### config.mk
export PLATFORM = sky130hd
export DESIGN_NAME = uart_regbank
export DESIGN_NICKNAME = d
export VERILOG_FILES = /design/src/rtl/uart_rb_pkg.sv /design/src/rtl/uart_rb_regs.sv /design/src/rtl/uart_rb_irq.sv /design/src/rtl/uart_rb_modem.sv /design/src/rtl/uart_regbank.sv
export SDC_FILE = /design/constraint.sdc
export NUM_CORES = 1
export LEC_CHECK = 0
export BUFFER_PORTS_ARGS = -buffer_cell sky130_fd_sc_hd__buf_2
export CAP_MARGIN = 20
export CORE_MARGIN = 1
export CORE_UTILIZATION = 30
export CTS_CLUSTER_DIAMETER = 50
export DETAILED_ROUTE_END_ITERATION = 10
export GPL_ROUTABILITY_DRIVEN = 1
export SLEW_MARGIN = 20
export SYNTH_ARGS = -nofsm -noshare
export SYNTH_HDL_FRONTEND = slang
export SYNTH_HIERARCHICAL = 1
export SYNTH_SLANG_ARGS = --single-unit
### constraint.sdc
create_clock -name clk -period 4.2 [get_ports clk]
set_input_delay 0.42 -clock clk [delete_from_list [all_inputs] [get_ports clk]]
set_output_delay 0.42 -clock clk [all_outputs]
set_load 0.01 [all_outputs]
### src/rtl/uart_rb_pkg.sv
package uart_rb_pkg;
  localparam int DATA_W   = 8;
  localparam int ADDR_W   = 3;
  localparam int MODEM_N  = 4;
  localparam int DLAB_BIT = 7;
  localparam int LOOP_BIT = 4;

  localparam logic [ADDR_W-1:0] A_DATA  = 3'd0;
  localparam logic [ADDR_W-1:0] A_IEN   = 3'd1;
  localparam logic [ADDR_W-1:0] A_IID   = 3'd2;
  localparam logic [ADDR_W-1:0] A_LCTL  = 3'd3;
  localparam logic [ADDR_W-1:0] A_MCTL  = 3'd4;
  localparam logic [ADDR_W-1:0] A_LSTAT = 3'd5;
  localparam logic [ADDR_W-1:0] A_MSTAT = 3'd6;
  localparam logic [ADDR_W-1:0] A_SCR   = 3'd7;

  localparam logic [DATA_W-1:0] IID_NONE = 8'h01;
  localparam logic [DATA_W-1:0] IID_THRE = 8'h02;
  localparam logic [DATA_W-1:0] IID_RDA  = 8'h04;
endpackage

### src/rtl/uart_rb_regs.sv
module uart_rb_regs
  import uart_rb_pkg::*;
(
  input  logic              clk,
  input  logic              rst,
  input  logic              wr_en,
  input  logic              rd_en,
  input  logic [ADDR_W-1:0] addr,
  input  logic [DATA_W-1:0] wdata,
  input  logic [DATA_W-1:0] rx_byte,
  input  logic              rx_push,
  input  logic              tx_taken,
  output logic [DATA_W-1:0] lcr,
  output logic [DATA_W-1:0] mcr,
  output logic [DATA_W-1:0] ier,
  output logic [DATA_W-1:0] scr,
  output logic [DATA_W-1:0] dll,
  output logic [DATA_W-1:0] dlm,
  output logic [DATA_W-1:0] rbr,
  output logic [DATA_W-1:0] thr,
  output logic              tx_load,
  output logic              thre,
  output logic              dr
);
  logic dlab;
  logic thr_wr;
  logic rbr_rd;

  assign dlab   = lcr[DLAB_BIT];
  assign thr_wr = wr_en && (addr == A_DATA) && !dlab;
  assign rbr_rd = rd_en && (addr == A_DATA) && !dlab;

  always_ff @(posedge clk) begin
    if (rst) begin
      lcr <= '0; mcr <= '0; ier <= '0; scr <= '0;
      dll <= '0; dlm <= '0; thr <= '0; tx_load <= 1'b0;
    end else begin
      tx_load <= 1'b0;
      if (wr_en) begin
        case (addr)
          A_DATA: begin
            if (dlab) dll <= wdata;
            else begin
              thr     <= wdata;
              tx_load <= 1'b1;
            end
          end
          A_IEN: begin
            if (dlab) dlm <= wdata;
            else      ier <= wdata;
          end
          A_LCTL:  lcr <= wdata;
          A_MCTL:  mcr <= wdata;
          A_SCR:   scr <= wdata;
          default: ;
        endcase
      end
    end
  end

  always_ff @(posedge clk) begin
    if (rst) begin
      thre <= 1'b1;
      dr   <= 1'b0;
      rbr  <= '0;
    end else begin
      if (thr_wr)        thre <= 1'b0;
      else if (tx_taken) thre <= 1'b1;
      if (rx_push) begin
        dr  <= 1'b1;
        rbr <= rx_byte;
      end else if (rbr_rd) begin
        dr  <= 1'b0;
      end
    end
  end

  assert_thr_write_clears_R10: assert property (@(posedge clk) disable iff (rst)
    thr_wr |=> !thre);
  assert_rbr_read_clears_R9: assert property (@(posedge clk) disable iff (rst)
    (rbr_rd && !rx_push) |=> !dr);
  assert_reset_flags_R6: assert property (@(posedge clk) disable iff (rst)
    $past(rst) |-> (thre && !dr));
endmodule

### src/rtl/uart_rb_irq.sv
module uart_rb_irq
  import uart_rb_pkg::*;
(
  input  logic              clk,
  input  logic              rst,
  input  logic              en_rda,
  input  logic              en_thre,
  input  logic              thre,
  input  logic              dr,
  input  logic              iid_read,
  output logic [DATA_W-1:0] iid,
  output logic              irq
);
  logic rda;
  logic tx_cond;
  logic cond_q;
  logic pend;

  assign rda     = en_rda && dr;
  assign tx_cond = en_thre && thre;

  always_ff @(posedge clk) begin
    if (rst) begin
      cond_q <= 1'b0;
      pend   <= 1'b0;
    end else begin
      cond_q <= tx_cond;
      if (!tx_cond)                    pend <= 1'b0;
      else if (!cond_q)                pend <= 1'b1;
      else if (iid_read && !rda)       pend <= 1'b0;
    end
  end

  always_comb begin
    if (rda)       iid = IID_RDA;
    else if (pend) iid = IID_THRE;
    else           iid = IID_NONE;
  end

  assign irq = rda || pend;

  assert_iid_ack_R8: assert property (@(posedge clk) disable iff (rst)
    (iid_read && iid == IID_THRE) |=> (iid != IID_THRE));
  assert_rda_holds_pend_R8: assert property (@(posedge clk) disable iff (rst)
    (iid_read && rda && pend && tx_cond) |=> pend);
endmodule

### src/rtl/uart_rb_modem.sv
module uart_rb_modem
  import uart_rb_pkg::*;
(
  input  logic               clk,
  input  logic               rst,
  input  logic [LOOP_BIT:0]  mcr,
  output logic [MODEM_N-1:0] pins_n
);
  for (genvar i = 0; i < MODEM_N; i++) begin : g_pin
    logic q;
    always_ff @(posedge clk) begin
      if (rst) q <= 1'b1;
      else     q <= ~mcr[i] | mcr[LOOP_BIT];
    end
    assign pins_n[i] = q;
  end

  assert_loop_idle_R5: assert property (@(posedge clk) disable iff (rst)
    mcr[LOOP_BIT] |=> (&pins_n));
endmodule

### src/rtl/uart_regbank.sv
module uart_regbank
  import uart_rb_pkg::*;
(
  input  logic              clk,
  input  logic              rst,
  input  logic              cs,
  input  logic              rd,
  input  logic              wr,
  input  logic [2:0]        addr,
  input  logic [7:0]        wdata,
  output logic [7:0]        rdata,
  input  logic [7:0]        rx_byte,
  input  logic              rx_push,
  input  logic              tx_taken,
  input  logic              tx_idle,
  output logic [7:0]        tx_data,
  output logic              tx_load,
  output logic [15:0]       divisor,
  output logic [7:0]        line_ctrl,
  output logic              irq,
  output logic              dtr_n,
  output logic              rts_n,
  output logic              out1_n,
  output logic              out2_n
);
  logic wr_en, rd_en;
  logic [DATA_W-1:0] lcr, mcr, ier, scr, dll, dlm, rbr, thr, iid, lsr;
  logic thre, dr;
  logic [MODEM_N-1:0] pins_n;

  assign wr_en = cs && wr;
  assign rd_en = cs && rd && !wr;

  uart_rb_regs u_regs (
    .clk(clk), .rst(rst), .wr_en(wr_en), .rd_en(rd_en), .addr(addr),
    .wdata(wdata), .rx_byte(rx_byte), .rx_push(rx_push), .tx_taken(tx_taken),
    .lcr(lcr), .mcr(mcr), .ier(ier), .scr(scr), .dll(dll), .dlm(dlm),
    .rbr(rbr), .thr(thr), .tx_load(tx_load), .thre(thre), .dr(dr)
  );

  uart_rb_irq u_irq (
    .clk(clk), .rst(rst), .en_rda(ier[0]), .en_thre(ier[1]),
    .thre(thre), .dr(dr), .iid_read(rd_en && addr == A_IID),
    .iid(iid), .irq(irq)
  );

  uart_rb_modem u_modem (
    .clk(clk), .rst(rst), .mcr(mcr[LOOP_BIT:0]), .pins_n(pins_n)
  );

  assign lsr       = {1'b0, thre && tx_idle, thre, 4'b0000, dr};
  assign tx_data   = thr;
  assign divisor   = {dlm, dll};
  assign line_ctrl = lcr;
  assign dtr_n     = pins_n[0];
  assign rts_n     = pins_n[1];
  assign out1_n    = pins_n[2];
  assign out2_n    = pins_n[3];

  always_ff @(posedge clk) begin
    if (rst) begin
      rdata <= '0;
    end else if (rd_en) begin
      case (addr)
        A_DATA:  rdata <= lcr[DLAB_BIT] ? dll : rbr;
        A_IEN:   rdata <= lcr[DLAB_BIT] ? dlm : ier;
        A_IID:   rdata <= iid;
        A_LCTL:  rdata <= lcr;
        A_MCTL:  rdata <= mcr;
        A_LSTAT: rdata <= lsr;
        A_MSTAT: rdata <= '0;
        default: rdata <= scr;
      endcase
    end
  end

  assert_dlab_write_no_load_R12: assert property (@(posedge clk) disable iff (rst)
    (wr_en && addr == A_DATA && line_ctrl[DLAB_BIT]) |=> !tx_load);
endmodule

==> impl_metrics.env, run 1 <==
export IMPL_outcome="completed"
export IMPL_final_cell_mix="81 x dfxtp_1, 72 x buf_2, 63 x mux2i_1, 42 x nand2_1, 42 x nand2b_1"
export IMPL_report_final_setup_viol=0
export IMPL_path_class="flop to flop"
export IMPL_start_util_pct=31.01
export IMPL_final_util_pct=36.66
export IMPL_synth_cell_type_count=49
export IMPL_finalWorstSetupSlack_ns=1.978
export IMPL_first_iter_violations=165
export IMPL_grt_pass1_vias=2969
export IMPL_yosysSeqAreaShare_pct=43.17
export IMPL_dr_pass1_iters=4
export IMPL_wl_per_cell_um=16.29
export IMPL_antenna_found_initial=0
export IMPL_die_y_um=113.9
export IMPL_synth_mux_area_share_pct=17.69
export IMPL_layout_commonest_cell="dfxtp_1"
export IMPL_diodes=0
export IMPL_vdd_ir_drop_worst_v=0.0001337
export IMPL_num_rows=40
export IMPL_viasPerCell=4.868
export IMPL_grt_pass1_wl_mm=16.04
export IMPL_slowest_delay_ns=1.01
export IMPL_synthAdderAreaFrac_pct=0
export IMPL_drtAntennaViolNets=0
export IMPL_synth_edf_count=0
export IMPL_grt_max_degree=44
export IMPL_setup_tns_ns=0
export IMPL_clkLatencyLatePin_ns=0.34
export IMPL_cp_arrival_ns=2.45
export IMPL_stdcell_count=622
export IMPL_routed_wl_mm=10.13
export IMPL_grtUsageTotal_pct=16.47
export IMPL_dp_cells=606
export IMPL_synthXorXnorAreaFrac_pct=0
export IMPL_finalCritPeriodShare_pct=52.90
export IMPL_rsz0062_at_grt="no"
export IMPL_drive_gt1_share_pct=21.15
export IMPL_holdWs_ns=0.3131
export IMPL_slew_viol_final=0
export IMPL_cts_buffer_depth=2
export IMPL_io_buffers=72
export IMPL_slowest_stage="dfxtp_1"
export IMPL_ctsHoldBuffers=0
export IMPL_yosys_warnings=6
export IMPL_place_congestion=0.8352
export IMPL_synthFlopType="dfxtp_1"
export IMPL_die_area_um2=12970
export IMPL_cts_setup_buffers=0
export IMPL_relSlewSlack_pct=30.42
export IMPL_crit_family="flip-flops"
export IMPL_synth_area_per_cell_um2=9.509
export IMPL_fmax_mhz=450.1
export IMPL_synth_compound_area_share_pct=10.89
export IMPL_synthSimpleGateAreaFrac_pct=21.55
export IMPL_dp_hpwl_mm=7.597
export IMPL_area_delta_synth_final_pct=18.22
export IMPL_cts_tree="built"
export IMPL_total_power_mw=1.739
export IMPL_synth_cell_area_um2=3756
export IMPL_post_dp_cell_area_um2=4128
export IMPL_clkTransAtPathRegs_ns=0.06
export IMPL_path_cells="mux4_2, nor2_1, nor4_1, a311o_1"
export IMPL_endpoint_kind="flop"
export IMPL_ctsResizeCount=0
export IMPL_nNetsFinal=476
export IMPL_root_buffer="clkbuf_16"
export IMPL_critPathBufInv=0
export IMPL_pre_cts_ws_ns=1.984
export IMPL_start_kind="flop"
export IMPL_io_pins=73
export IMPL_clock_sinks=81
export IMPL_syn_inst=395
export IMPL_p_leak_nw=1.886
export IMPL_min_period_ns=2.222
export IMPL_cts_made_buffers=9
export IMPL_core_area_um2=12110
export IMPL_synth_top_family_by_area="simple AND/OR/NAND/NOR gates"
export IMPL_hold_viol=0
export IMPL_final_area_um2=4441
export IMPL_htreeDepth=3
export IMPL_overflow=0
export IMPL_vias=3028
export IMPL_crit_fanout=23
export IMPL_drcViolationCount=0
export IMPL_synth_seq_cells=81
export IMPL_fp_dieW_um=113.9
export IMPL_async_reset_ff_share_pct=0
export IMPL_crit_required_ns=4.43
export IMPL_maxCapViolations=0
export IMPL_worstMarginPinSlew_ns=1.042
export IMPL_hold_path_class="input port to flop"
export IMPL_skew_ns=0.007775
export IMPL_power_density_nw_per_um2=391.6
[kinds of logic after synthesis]
logic type,count (synthesis)
simple gates,144
flops,81
mux,65
compound gates,63
buf+inv,41
other cells,1
[synth_stat cells, types with 3 or more instances]
cell      number  area [um^2]
dfxtp_1       81         1622
a21oi_1       19        95.09
a211oi_1       4        30.03
and4b_1        3        30.03
mux2i_1       63        630.6
nand3_1        7        35.03
o22ai_1        3        18.77
o21ai_0        8        40.04
nand2_1       42        157.7
nand2b_1      42        262.8
nor2_1        26        97.59
or3b_1         6        52.55
o211ai_1       4        30.03
buf_6          4        45.04
clkbuf_1       3        11.26
o21ai_1        9        45.04
buf_2         15        75.07
buf_4         12        90.09
inv_1          7        26.28
[worst reg2reg max path, cell delays in order, from the launching register on]
cell,delay [ns]
dfxtp_1,1.01
mux4_2,0.61
nor2_1,0.09
nor4_1,0.05
a311o_1,0.35
[power by group]
part | switching [mW] | total [mW] | internal [mW]
logic | 0.0718 | 0.117 | 0.0453
clock network | 0.310 | 0.830 | 0.520
registers | 0.0109 | 0.792 | 0.781
total | 0.393 | 1.74 | 1.35
[flip-flops by register name, indices dropped and copies added (netlist names)]
register         count
u_irq/pend           1
u_irq/cond_q         1
rdata                8
u_regs/rbr           8
u_regs/ier           8
u_regs/mcr           8
u_regs/thr           8
u_regs/tx_load       1
u_regs/dll           8
u_regs/dr            1
u_regs/lcr           8
u_modem/g_pin.q      4
u_regs/scr           8
u_regs/thre          1
u_regs/dlm           8
[metal layers]
metal  up-vias  share of wire [%]  track usage [%]
li1       1484                  -                -
met1      1438                 46            21.06
met2        92                 46            26.22
met3        14                5.4            4.835
met4         0                1.9            6.234
met5         -                  0                0
[final timing paths]
kind	startpoint	slack, ns	cells after the start	endpoint
setup / recovery	u_regs/lcr[7]	1.98	4	rdata[6]
hold reg to reg	rdata[2]	0.46	2	rdata[2]
hold / removal	rx_byte[3]	0.31	3	u_regs/rbr[3]
setup reg to reg	u_regs/lcr[7]	1.98	4	rdata[6]
[cell type report]
| class | count | area (um^2) |
|---|---|---|
| sequential | 81 | 1622 |
| inverter | 7 | 26.28 |
| fill | 1278 | 7671 |
| tap | 168 | 210.2 |
| multi-input combinational | 277 | 1902 |
| timing repair buffer | 73 | 367.9 |
| clock buffer | 11 | 232.7 |
| clock inverter | 5 | 80.08 |
Note: power is estimated with default switching activity, not from simulation.
==> inputs of run 2 (changes only) <==
--- a/config.mk
+++ b/config.mk
@@ -5,6 +5,7 @@
 export SDC_FILE = /design/constraint.sdc
 export NUM_CORES = 1
 export LEC_CHECK = 0
+export ABC_AREA = 1
 export BUFFER_PORTS_ARGS = -buffer_cell sky130_fd_sc_hd__buf_2
 export CAP_MARGIN = 20
 export CORE_MARGIN = 1
==> constraint.sdc (replaced) <==
create_clock -name clk -period 2 [get_ports clk]
set_input_delay 0.2 -clock clk [delete_from_list [all_inputs] [get_ports clk]]
set_output_delay 0.2 -clock clk [all_outputs]
set_load 0.01 [all_outputs]
==> run 2 against run 1 <==
First-iteration DRC count is 110% higher. Die area is 3.7% higher. Combinational power increased to 2.8 times the previous value. Flip-flop and latch count did not move. Count of clock-buffer cells in the layout grew 1. Critical path depth grew 5. Cell count grew 36%. Wire length grew 20%. Worst setup slack got worse by 1.5 ns. Power grew 110%. Via count rose by 27%. Synthesized cell count rose by 53%.
==> impl_metrics.env, run 2 <==
export IMPL_outcome="completed"
export IMPL_drcViolationCount=0
export IMPL_reg2reg_slack_ns=0.51
export IMPL_first_iter_violations=349
export IMPL_synth_cell_type_count=25
export IMPL_p_seq_share_pct=45.7
export IMPL_final_cell_mix="186 x nand2_1, 165 x nor2_1, 81 x dfxtp_1, 72 x buf_2, 35 x nand3_1"
export IMPL_io_buffers=72
export IMPL_synthTopCellsByCount="186 x nand2_1, 165 x nor2_1, 81 x dfxtp_1"
export IMPL_cts_made_buffers=9
export IMPL_clock_sinks=81
export IMPL_holdPathEnd="u_regs/rbr[7]"
export IMPL_total_power_mw=3.664
export IMPL_diodes=0
export IMPL_synth_cell_area_um2=3897
export IMPL_min_delay_start="rx_byte[7]"
export IMPL_p_switching_mw=0.8923
export IMPL_synth_edf_count=0
export IMPL_synth_top_area_share_pct=41.61
export IMPL_start_util_pct=30.88
export IMPL_antenna_found_initial=0
export IMPL_grtUsageTotal_pct=19.22
export IMPL_cp_arrival_ns=1.76
export IMPL_area_delta_synth_final_pct=19.49
export IMPL_vias=3834
export IMPL_slowest_stage="inv_1"
export IMPL_ctsResizeCount=0
export IMPL_dp_hpwl_mm=8.706
export IMPL_intPower_mw=2.772
export IMPL_crit_required_ns=2.27
export IMPL_routed_wl_mm=12.14
export IMPL_drive_gt1_share_pct=17.06
export IMPL_syn_inst=606
export IMPL_p_comb_share_pct=8.9
export IMPL_wl_per_cell_um=14.35
export IMPL_power_share_clock_pct=45.4
export IMPL_grt_pass1_vias=3628
export IMPL_worstMarginPinSlew_ns=0.6127
export IMPL_multi_input_area_um2=1941
export IMPL_cts_tree="built"
export IMPL_skew_ns=0.005066
export IMPL_power_density_nw_per_um2=786.8
export IMPL_worstHoldPathCells=3
export IMPL_layout_commonest_cell="nand2_1"
export IMPL_finalCritPeriodShare_pct=74.58
export IMPL_r2r_start="u_regs/lcr[7]"
export IMPL_die_y_um=116.0
export IMPL_synth_compound_area_share_pct=5.361
export IMPL_grt_max_degree=67
export IMPL_async_reset_ff_share_pct=0
export IMPL_p_leak_nw=2.336
export IMPL_root_buffer="clkbuf_16"
export IMPL_reg2reg_depth=9
export IMPL_io_pins=73
export IMPL_nNetsFinal=697
export IMPL_pre_cts_ws_ns=0.4271
export IMPL_fp_dieW_um=116.0
export IMPL_clkTransAtPathRegs_ns=0.06
export IMPL_hold_viol=0
export IMPL_ctsHoldBuffers=0
export IMPL_crit_fanout=16
export IMPL_n_fill_cell=1443
export IMPL_num_rows=41
export IMPL_core_area_um2=12620
export IMPL_start_kind="flop"
export IMPL_synthXorXnorAreaFrac_pct=0
export IMPL_place_congestion=0.9302
export IMPL_htreeDepth=3
export IMPL_maxCapViolations=0
export IMPL_synth_top_family_by_area="simple AND/OR/NAND/NOR gates"
export IMPL_synth_most_common_cell="nand2_1"
export IMPL_synth_area_per_cell_um2=6.431
export IMPL_synthAdderAreaFrac_pct=0
export IMPL_slew_viol_final=0
export IMPL_overflow=0
export IMPL_rsz0062_at_grt="no"
export IMPL_relSlewSlack_pct=59.11
export IMPL_yosys_area_top_type="dfxtp_1"
export IMPL_synthSimpleGateAreaFrac_pct=43.95
export IMPL_endpoint_kind="flop"
export IMPL_report_final_setup_viol=0
export IMPL_cts_setup_buffers=0
export IMPL_fmax_mhz=670.4
export IMPL_setup_tns_ns=0
export IMPL_r2r_end="rdata[2]"
export IMPL_synth_seq_cells=81
export IMPL_synthFlopType="dfxtp_1"
export IMPL_min_period_ns=1.492
export IMPL_synth_mux_area_share_pct=0
export IMPL_yosysSeqAreaShare_pct=41.61
export IMPL_slowest_delay_ns=0.43
export IMPL_clkLatencyLatePin_ns=0.34
export IMPL_drtAntennaViolNets=0
export IMPL_swShare_pct=24.35
export IMPL_yosys_warnings=6
export IMPL_path_class="flop to flop"
export IMPL_viasPerCell=4.532
export IMPL_dr_pass1_iters=5
export IMPL_path_cells="inv_1, nand2_1, nand2_1, nand2_1, nand2_1, nor2_1, nand2_1, nand2_1, a21oi_1"
export IMPL_vdd_ir_drop_worst_v=0.0003732
export IMPL_crit_top_cell="nand2_1"
export IMPL_grt_pass1_wl_mm=19.26
export IMPL_die_area_um2=13450
export IMPL_cts_buffer_depth=2
export IMPL_finalWorstSetupSlack_ns=0.5084
export IMPL_seq_area_um2=1622
export IMPL_ys_top_cells_by_area="dfxtp_1 42%, nand2_1 18%, nor2_1 16%"
export IMPL_hold_path_class="input port to flop"
==> run 2: cell types whose count changed after synthesis, sizes merged, moves of 7 or more <==
cell	delta
nor2	+151
nand2	+144
mux2i	-63
nand2b	-42
inv	+32
nand3	+30
o21ai	+8
buf	-7
nand4	+7
==> run 2: layout make-up <==
class                   count  share of cell area [%]
flip-flops and latches     81                   34.82
multi-input cells         457                   41.67
repair buffers             77                   8.812
clock buffers              12                   5.508
clock inverters             3                  0.8598
inverters                  44                   3.708
well taps                 172                   4.621
==> run 2: power groups by stage <==
stage	combinational, mW	clock [mW]	sequential, mW
2_1_floorplan	0.205	0	1.71
3_5_place_dp	0.323	0	1.71
6_report	0.327	1.66	1.67
3_3_place_gp	0.324	0	1.71
5_1_grt	0.364	1.77	1.68
4_1_cts	0.325	1.70	1.67
==> run 2: logic make-up (layout without fill, tap and decap cells) <==
| family | Yosys count | after routing |
|---|---|---|
| other cells | 1 | 5 |
| compound gates | 41 | 41 |
| flops | 81 | 81 |
| buf+inv | 72 | 136 |
| simple gates | 411 | 411 |
==> run 2: through the flow <==
step | std cells | area [um^2] | hold WS [ns] | utilization (%)
after floorplan | 610 | 3913 | 0.2691 | -
after global placement | 831 | 4360 | 0.4036 | 34.55
after detailed placement | 831 | 4360 | 0.4048 | 34.55
after CTS | 846 | 4657 | 0.08017 | 36.90
after global routing | 846 | 4657 | 0.09733 | 36.90
final | 846 | 4657 | 0.08898 | 36.90
==> run 2: layer usage <==
metal,wire (um),share of wire (%),vias up,track usage (%)
met5,0,0,-,0
met4,411,3.4,0,9.060
met3,727,6.0,23,4.550
met2,5305,44,129,29.72
met1,5697,47,1700,25.22
li1,-,-,1982,-
==> run 2: worst max-delay path by stage <==
stage / startpoint / to / cells past startpoint
floorplan: u_regs/lcr[7] / rdata[5] / 10
global placement: addr[0] / rdata[0] / 10
detailed placement: addr[0] / rdata[0] / 10
CTS: u_regs/lcr[7] / rdata[2] / 9
global route: u_regs/lcr[7] / rdata[6] / 7
finish: u_regs/lcr[7] / rdata[2] / 9
==> run 2: worst max-delay path: cells and delay by family (launching register included) <==
kind / cells / cell delay (ns)
buffers and inverters: 1 / 0.43
DFF: 1 / 0.35
and+or+nand+nor: 7 / 0.53
AOI/OAI and AO/OA: 1 / 0.11
==> inputs of run 3 (changes only) <==
--- a/config.mk
+++ b/config.mk
@@ -5,7 +5,7 @@
 export SDC_FILE = /design/constraint.sdc
 export NUM_CORES = 1
 export LEC_CHECK = 0
-export ABC_AREA = 1
+export ABC_AREA = 0
 export BUFFER_PORTS_ARGS = -buffer_cell sky130_fd_sc_hd__buf_2
 export CAP_MARGIN = 20
 export CORE_MARGIN = 1
==> constraint.sdc (replaced) <==
create_clock -name clk -period 1.2 [get_ports clk]
set_input_delay 0.12 -clock clk [delete_from_list [all_inputs] [get_ports clk]]
set_output_delay 0.12 -clock clk [all_outputs]
set_load 0.01 [all_outputs]
==> run 3 against run 2 <==
The flow now finishes with violations (setup timing). Via count is 17% lower. Power is 73% higher. Maximum frequency up 6.9%. Die area shrank 3.6%. Clock skew is 0.0044 ns higher. Largest power group is now clock. Critical endpoint is now rdata[6]. Flip-flop and latch count stayed put. Register-to-register slack worse by 0.70 ns. Cell area up 7.0%.
==> impl_metrics.env, run 3 (synthesis gave the netlist of run 1 again) <==
export IMPL_antenna_found_initial=0
export IMPL_core_area_um2=12110
export IMPL_wl_per_cell_um=16.10
export IMPL_routed_wl_mm=10.76
export IMPL_grt_pass1_wl_mm=16.95
export IMPL_cts_made_buffers=9
export IMPL_drtAntennaViolNets=0
export IMPL_crit_required_ns=1.42
export IMPL_final_area_um2=4984
export IMPL_grtUsageTotal_pct=17.29
export IMPL_path_cells="mux4_2, nor2_2, nor4_1, a311o_1"
export IMPL_io_pins=73
export IMPL_maxCapViolations=0
export IMPL_finalCritPeriodShare_pct=116.3
export IMPL_hold_viol=0
export IMPL_drive_gt1_share_pct=32.00
export IMPL_vdd_ir_drop_worst_v=0.0006953
export IMPL_vias=3183
export IMPL_die_area_um2=12970
export IMPL_report_final_setup_viol=17
export IMPL_root_buffer="clkbuf_16"
export IMPL_power_density_nw_per_um2=1274
export IMPL_fp_dieW_um=113.9
export IMPL_diodes=0
export IMPL_grt_pass1_vias=3201
export IMPL_fmax_mhz=716.6
export IMPL_area_delta_synth_final_pct=32.68
export IMPL_p_leak_nw=2.164
export IMPL_path_class="flop to flop"
export IMPL_seq_area_um2=1628
export IMPL_outcome="finished with violations"
export IMPL_drcViolationCount=0
export IMPL_slowest_delay_ns=0.51
export IMPL_htreeDepth=3
export IMPL_endpoint_kind="flop"
export IMPL_slowest_stage="mux4_2"
export IMPL_overflow=0
export IMPL_grt_max_degree=33
export IMPL_final_util_pct=41.15
export IMPL_cp_arrival_ns=1.61
export IMPL_skew_ns=0.009506
export IMPL_setup_tns_ns=-1.530
export IMPL_finalWorstSetupSlack_ns=-0.1956
export IMPL_crit_fanout=2
export IMPL_start_util_pct=31.01
export IMPL_cts_buffer_depth=2
export IMPL_nNetsFinal=522
export IMPL_layout_commonest_cell="dfxtp_1"
export IMPL_slew_viol_final=0
export IMPL_die_y_um=113.9
export IMPL_io_buffers=72
export IMPL_clkLatencyLatePin_ns=0.33
export IMPL_dr_pass1_iters=4
export IMPL_viasPerCell=4.765
export IMPL_num_rows=40
export IMPL_post_dp_cell_area_um2=4544
export IMPL_rsz0062_at_grt="yes"
export IMPL_multi_input_area_um2=1979
export IMPL_cts_tree="built"
export IMPL_first_iter_violations=170
export IMPL_pre_cts_ws_ns=-0.2256
export IMPL_min_period_ns=1.396
export IMPL_n_fill_cell=1232
export IMPL_start_kind="flop"
export IMPL_clock_sinks=81
export IMPL_hold_path_class="input port to flop"
export IMPL_violations="setup timing"
export IMPL_clkTransAtPathRegs_ns=0.06
export IMPL_place_congestion=0.8090
export IMPL_dp_hpwl_mm=8.290
export IMPL_final_cell_mix="78 x dfxtp_1, 71 x buf_2, 59 x mux2i_1, 42 x nand2_1, 42 x nand2b_1"
## run 3: cell types whose count changed in the layout (fill, tap and decap cells not counted), moves of 8 or more
cell / previous run / this run
buf_4: 4 / 37
inv_1: 34 / 6
mux2i_1: 0 / 59
nand2_1: 186 / 42
nand2b_1: 0 / 42
nand3_1: 35 / 6
nand4_1: 9 / 1
nor2_1: 165 / 24
o21ai_0: 25 / 8
o21ai_1: 0 / 9
## run 3: power by group
| group | total (mW) | internal, mW | switching [mW] |
|---|---|---|---|
| registers | 2.77 | 2.73 | 0.0371 |
| logic | 0.534 | 0.246 | 0.289 |
| clock network | 3.05 | 1.86 | 1.19 |
## run 3: final timing paths
path                 startpoint            end  slack, ns  cells past startpoint
setup / recovery  u_regs/lcr[7]       rdata[6]      -0.20                      4
setup reg to reg  u_regs/lcr[7]       rdata[6]      -0.20                      4
hold reg to reg        rdata[2]       rdata[2]       0.46                      2
hold / removal       rx_byte[5]  u_regs/rbr[5]       0.03                      3
## run 3: layout make-up
class / instances / area share (%)
tap: 168 / 4.218
sequential: 81 / 32.66
timing repair buffer: 119 / 16.24
clock inverter: 7 / 2.109
inverter: 7 / 0.5272
multi-input combinational: 277 / 39.72
clock buffer: 9 / 4.519
## run 3: through the flow
stage / hold WS [ns] / total power, mW / cells
after CTS: 0.01784 / 6.406 / 667
after global placement: 0.3529 / 3.321 / 651
after global routing: 0.02031 / 6.590 / 668
after detailed placement: 0.3646 / 3.334 / 651
after floorplan: 0.2227 / 3.093 / 399
final: 0.02856 / 6.351 / 668
## run 3: what timing repair did
item / in CTS / in global routing
pin swaps: 5 / 3
setup endpoints to repair: 26 / 36
buffers inserted: 0 / 1
resized for setup: 14 / 11
hold buffers: 0 / 0
## run 3: worst max-delay path: cells and delay by family, from the launching register on
kind,cells,cell delay [ns]
flip-flops,1,0.37
AO/OA/AOI/OAI,1,0.26
AND/OR/NAND/NOR,2,0.14
multiplexers,1,0.51
## run 3: per-layer routing
| layer | share of wire [%] | vias up | global-route usage, % |
|---|---|---|---|
| li1 | - | 1563 | - |
| met1 | 46 | 1527 | 22.23 |
| met2 | 48 | 82 | 28.86 |
| met3 | 4.0 | 11 | 4.145 |
| met4 | 1.6 | 0 | 4.935 |
| met5 | 0 | - | 0 |
